<file path="src/rtl/pilot_trk_pkg.sv">
package pilot_trk_pkg;

  // Parabolic approximation of sin over one turn.
  // code: table address of tw bits, top bit selects the negative half.
  // Returns amp * 4h(H-h)/H^2 with H the half-turn span.
  function automatic int para_sine(input int unsigned code, input int tw, input int amp);
    longint half;
    longint h;
    longint y;
    half = longint'(1) << (tw - 1);
    h    = longint'(code) % half;
    y    = (longint'(4) * h * (half - h) * longint'(amp)) >> (2 * (tw - 1));
    if (((code >> (tw - 1)) & 32'd1) != 32'd0) return -int'(y);
    return int'(y);
  endfunction

endpackage

</file>
<file path="src/rtl/pilot_iir.sv">
module pilot_iir #(
  parameter int IW = 13,
  parameter int FR = 4,
  parameter int K  = 3
) (
  input  logic                 clk,
  input  logic                 rst_n,
  input  logic                 clr,
  input  logic                 en,
  input  logic signed [IW-1:0] d,
  output logic signed [IW-1:0] y
);
  localparam int STW = IW + FR;

  logic signed [STW-1:0] st_q;
  logic signed [STW:0]   diff;

  assign diff = ((STW+1)'(d) <<< FR) - (STW+1)'(st_q);
  assign y    = IW'(st_q >>> FR);

  always_ff @(posedge clk or negedge rst_n) begin
    if (!rst_n)   st_q <= '0;
    else if (clr) st_q <= '0;
    else if (en)  st_q <= st_q + STW'(diff >>> K);
  end
endmodule

</file>
<file path="src/rtl/pilot_nco.sv">
module pilot_nco
  import pilot_trk_pkg::*;
#(
  parameter int PW = 20,
  parameter int TW = 10,
  parameter int SW = 12
) (
  input  logic                 clk,
  input  logic                 rst_n,
  input  logic                 clr,
  input  logic                 adv,
  input  logic [PW-1:0]        inc,
  output logic signed [SW-1:0] sin_o,
  output logic signed [SW-1:0] cos_o
);
  localparam int AMP = 2 ** (SW - 1) - 1;
  localparam int QTR = 2 ** (TW - 2);

  logic [PW-1:0] phase_q;
  logic [TW-1:0] addr_s;
  logic [TW-1:0] addr_c;

  always_ff @(posedge clk or negedge rst_n) begin
    if (!rst_n)    phase_q <= '0;
    else if (clr)  phase_q <= '0;
    else if (adv)  phase_q <= phase_q + inc;
  end

  assign addr_s = phase_q[PW-1 -: TW];
  assign addr_c = addr_s + TW'(QTR);
  assign sin_o  = SW'(para_sine(32'(addr_s), TW, AMP));
  assign cos_o  = SW'(para_sine(32'(addr_c), TW, AMP));
endmodule

</file>
<file path="src/rtl/pilot_loop_filter.sv">
module pilot_loop_filter #(
  parameter int PW = 20,
  parameter int EW = 14,
  parameter int KI = 5,
  parameter int KP = 2
) (
  input  logic                   clk,
  input  logic                   rst_n,
  input  logic                   clr,
  input  logic                   en,
  input  logic [PW-1:0]          init_in,
  input  logic signed [EW-1:0]   err,
  output logic [PW-1:0]          inc,
  output logic signed [PW+KI-1:0] integ
);
  localparam int INTW = PW + KI;
  localparam logic signed [INTW:0] HI = $signed({2'b00, {(INTW-1){1'b1}}});
  localparam logic signed [INTW:0] LO = $signed({2'b11, {(INTW-1){1'b0}}});

  logic [PW-1:0]          init_q;
  logic signed [INTW-1:0] integ_q;
  logic signed [INTW:0]   sum;
  logic signed [INTW-1:0] sum_sat;

  assign sum = (INTW+1)'(integ_q) + (INTW+1)'(err);

  always_comb begin
    if (sum > HI)      sum_sat = INTW'(HI);
    else if (sum < LO) sum_sat = INTW'(LO);
    else               sum_sat = INTW'(sum);
  end

  always_ff @(posedge clk or negedge rst_n) begin
    if (!rst_n) begin
      init_q  <= '0;
      integ_q <= '0;
    end else if (clr) begin
      init_q  <= init_in;
      integ_q <= '0;
    end else if (en) begin
      integ_q <= sum_sat;
    end
  end

  assign inc   = init_q + PW'(integ_q >>> KI) + (PW'(err) <<< KP);
  assign integ = integ_q;
endmodule

</file>
<file path="src/rtl/pilot_tracker.sv">
module pilot_tracker #(
  parameter int DW = 12,
  parameter int PW = 20,
  parameter int TW = 10,
  parameter int SW = 12,
  parameter int KA = 3,
  parameter int KB = 3,
  parameter int FR = 4,
  parameter int KI = 5,
  parameter int KP = 2
) (
  input  logic                 clk,
  input  logic                 rst_n,
  input  logic                 preset,
  input  logic [PW-1:0]        init_inc,
  input  logic                 s_valid,
  output logic                 s_ready,
  input  logic signed [DW-1:0] s_data,
  output logic [PW-1:0]        inc_out
);
  localparam int MW   = DW + 1;
  localparam int EW   = MW + 1;
  localparam int PRW  = DW + SW;
  localparam int INTW = PW + KI;

  logic                  accept;
  logic signed [SW-1:0]  sin_w;
  logic signed [SW-1:0]  cos_w;
  logic signed [PRW-1:0] prod [2];
  logic signed [MW-1:0]  mix  [2];
  logic signed [MW-1:0]  lpfa [2];
  logic signed [MW-1:0]  lpfb;
  logic signed [EW-1:0]  err_w;
  logic signed [INTW-1:0] integ_w;

  assign s_ready = !preset;
  assign accept  = s_valid && s_ready;

  pilot_nco #(.PW(PW), .TW(TW), .SW(SW)) u_nco (
    .clk(clk), .rst_n(rst_n), .clr(preset), .adv(accept),
    .inc(inc_out), .sin_o(sin_w), .cos_o(cos_w)
  );

  // path 0: in-phase (x*cos), path 1: quadrature (x*-sin)
  assign prod[0] = PRW'(s_data) * PRW'(cos_w);
  assign prod[1] = PRW'(s_data) * (-PRW'(sin_w));

  for (genvar g = 0; g < 2; g++) begin : g_path
    assign mix[g] = MW'(prod[g] >>> (SW - 1));
    pilot_iir #(.IW(MW), .FR(FR), .K(KA)) u_lpfa (
      .clk(clk), .rst_n(rst_n), .clr(preset), .en(accept),
      .d(mix[g]), .y(lpfa[g])
    );
  end

  pilot_iir #(.IW(MW), .FR(FR), .K(KB)) u_lpfb (
    .clk(clk), .rst_n(rst_n), .clr(preset), .en(accept),
    .d(lpfa[0]), .y(lpfb)
  );

  assign err_w = lpfb[MW-1] ? -EW'(lpfa[1]) : EW'(lpfa[1]);

  pilot_loop_filter #(.PW(PW), .EW(EW), .KI(KI), .KP(KP)) u_loop (
    .clk(clk), .rst_n(rst_n), .clr(preset), .en(accept),
    .init_in(init_inc), .err(err_w), .inc(inc_out), .integ(integ_w)
  );
endmodule

</file>
<file path="config.mk">
export PLATFORM = sky130hd
export DESIGN_NAME = pilot_tracker
export DESIGN_NICKNAME = d
export VERILOG_FILES = /design/src/rtl/pilot_trk_pkg.sv /design/src/rtl/pilot_iir.sv /design/src/rtl/pilot_nco.sv /design/src/rtl/pilot_loop_filter.sv /design/src/rtl/pilot_tracker.sv
export SDC_FILE = /design/constraint.sdc
export NUM_CORES = 2
export LEC_CHECK = 0
export ABC_CLOCK_PERIOD_IN_PS = 19420
export BUFFER_PORTS_ARGS = -buffer_cell sky130_fd_sc_hd__buf_2
export CORE_ASPECT_RATIO = 0.8
export CORE_MARGIN = 5
export CORE_UTILIZATION = 61
export CTS_BUF_LIST = sky130_fd_sc_hd__clkbuf_4
export CTS_CLUSTER_DIAMETER = 100
export CTS_CLUSTER_SIZE = 10
export DETAILED_ROUTE_END_ITERATION = 16
export PLACE_DENSITY = 0.81
export RECOVER_POWER = 100
export SYNTH_ARGS = -nofsm -noshare
export SYNTH_HDL_FRONTEND = slang
export SYNTH_HIERARCHICAL = 1
export SYNTH_SLANG_ARGS = --single-unit
</file>
<file path="constraint.sdc">
create_clock -name clk -period 19.42 [get_ports clk]
set_clock_uncertainty 0.2 [all_clocks]
set_input_delay 3.884 -clock clk [delete_from_list [all_inputs] [get_ports clk]]
set_output_delay 3.884 -clock clk [all_outputs]
set_load 0.1 [all_outputs]
</file>
==> reports/metrics.csv <==
metric;value;unit
status;finished with violations;
failing checks;max-capacitance violations, max-slew violations;
post-DR vias/cell;5.68;
FF-to-FF End;g_path[1].u_lpfa/st_q[16];
most common cell after layout, fill and taps aside;inv_1;
Met3 Routed Length;6.07;mm
highest routed layer;met4;
vias in the first global route;31400;
die area;0.0679;mm2
total negative slack;0;ps
metal1 wirelength;40.5;mm
Clock Root Buffer;clkbuf_4;
Max-cap violations;4;
GRT Util Overall;26.8;%
Worst-Margin Slew;3340;ps
Final Hold Vio Count;0;
CP Max Fanout;8;
Die H;234;um
CP endpoint kind;flip-flop;
Startpoint Class;flip-flop;
# rows;82;
Yosys Warn Count;6;
design area;0.0427;mm2
Clock Path Buffers;2;
critical path type;reg2reg;
CTS tree;done;
# DRC;0;
first-pass GRT wire length;152;mm
placed cell areas;0.0405;mm2
Rel. slew slack;-123;%
origin of the critical flop-to-flop path;u_nco/phase_q[10];
Final min period;19380;ps
WP data arrival;19660;ps
Initial Util;61.4;%
port bufs;56;
cell count after synthesis;4270;
Slowest-stage cell, CP;fa_1;
Routed WL;94.4;mm
grt ovf;0;
Pins Over Slew Limit;189;
layout cell share with drive strength beyond 1;14.4;%
clk sinks;116;
gpl congestion;0.958;
Hold Crit Start;u_loop/init_q[0];
syn avg cell area;8.97;um2
DRT Pass-1 Iters;6;
antenna-violating nets left;0;
Met2 Wirelength;45.4;mm
Die X;290;um
buffer and inverter count on the worst path;17;
slowest cell delay on critical path;580;ps
nets;5599;
Req. time, crit path;19700;ps
number of antenna violations at the first check in global routing;1;
period utilization;99.8;%
commonest cells after routing, fill and taps aside;inv_1 (860), fa_1 (598), ha_1 (442);
Final setup viols;0;
Max Clock Freq;51.6;MHz
largest net degree at the start of global routing;60;
clk_lat worst skew;550;ps
clock-pin slew on the worst setup and hold paths;140;ps
layout overhead on the synthesized area;11.5;%
most frequent CP cell;fa_1;
Iteration-0 DRC Markers;2369;
Hold WC Path Type;reg2reg;
HPWL Detailed;74.5;mm
CTS buffer count;17;
Post-CTS Hold Buffers;0;
R2R depth;76;
cell family contributing the most delay on the critical path;adder cells;
worst reg-to-reg setup slack;40;ps
Via Count;30300;
H-tree depth;4;
hold path cells;1;
Syn Std Cell Area;0.0383;mm2
Hold Crit Endpoint;u_loop/init_q[0];
I/O pin count;57;
Avg WL per Cell;17.7;um
Core Region;0.0624;mm2
RSZ-0062 raised after global routing;true;
-- timing repair --
item / 4_1_cts / 5_1_grt
buffers inserted: 0 / 67
gates cloned: 0 / 2
pin swaps: 2 / 163
gates resized for setup: 22 / 256
endpoints found under the setup margin: 12 / 22
-- registers in the layout (all words and copies together), names as in the netlist --
name,cells
u_loop/init_q,20
u_nco/phase_q,20
u_loop/integ,25
u_lpfb/st_q,17
g_path.u_lpfa/st_q,34
-- layout make-up --
class                      count  area (um2)
multi-input combinational   3148       32800
timing repair buffer         312        2290
antenna                        1        2.50
sequential                   116        2900
clock inverter                15         170
fill                        4655       19700
tap                          840        1050
clock buffer                  17         128
inverter                     882        3310
-- stage by stage --
step | hold WS [ps] | util [%] | std cells | setup slack [ps]
after floorplan | 277 | - | 4288 | 4.96
after global placement | 295 | 64.9 | 5229 | 197
after detailed placement | 300 | 64.9 | 5229 | -429
after CTS | 333 | 65.5 | 5261 | -78.3
after global routing | 341 | 68.4 | 5331 | -682
final | 331 | 68.4 | 5331 | 40.8
-- worst max path at each step --
stage | startpoint | endpoint | slack, ps | depth (start not counted)
CTS | u_nco/phase_q[10] | g_path[1].u_lpfa/st_q[16] | -80 | 73
global placement | u_nco/phase_q[10] | g_path[1].u_lpfa/st_q[16] | 200 | 75
detailed placement | u_nco/phase_q[10] | g_path[1].u_lpfa/st_q[16] | -430 | 75
finish | u_nco/phase_q[10] | g_path[1].u_lpfa/st_q[16] | 40 | 76
floorplan | u_nco/phase_q[10] | g_path[1].u_lpfa/st_q[16] | 5 | 75
global route | u_nco/phase_q[10] | g_path[1].u_lpfa/st_q[16] | -680 | 80
-- worst register-to-register path: cells and delay by family, from the launching register on --
kind | cells | cell delay (ps)
buf+inv | 17 | 1550
xor+xnor | 3 | 920
fa+ha+maj | 22 | 9490
flops | 1 | 460
compound gates | 22 | 4030
simple gates | 12 | 2650
-- per-layer routing --
metal,up-vias,GRT usage (%)
met5,-,0
met4,0,7.09
met3,157,3.69
met2,1036,45.0
met1,15100,37.0
li1,14000,-
Power is left out: the tool's default activity adds up to more than one toggle a clock period on the data nets, which glitch-free logic cannot reach.
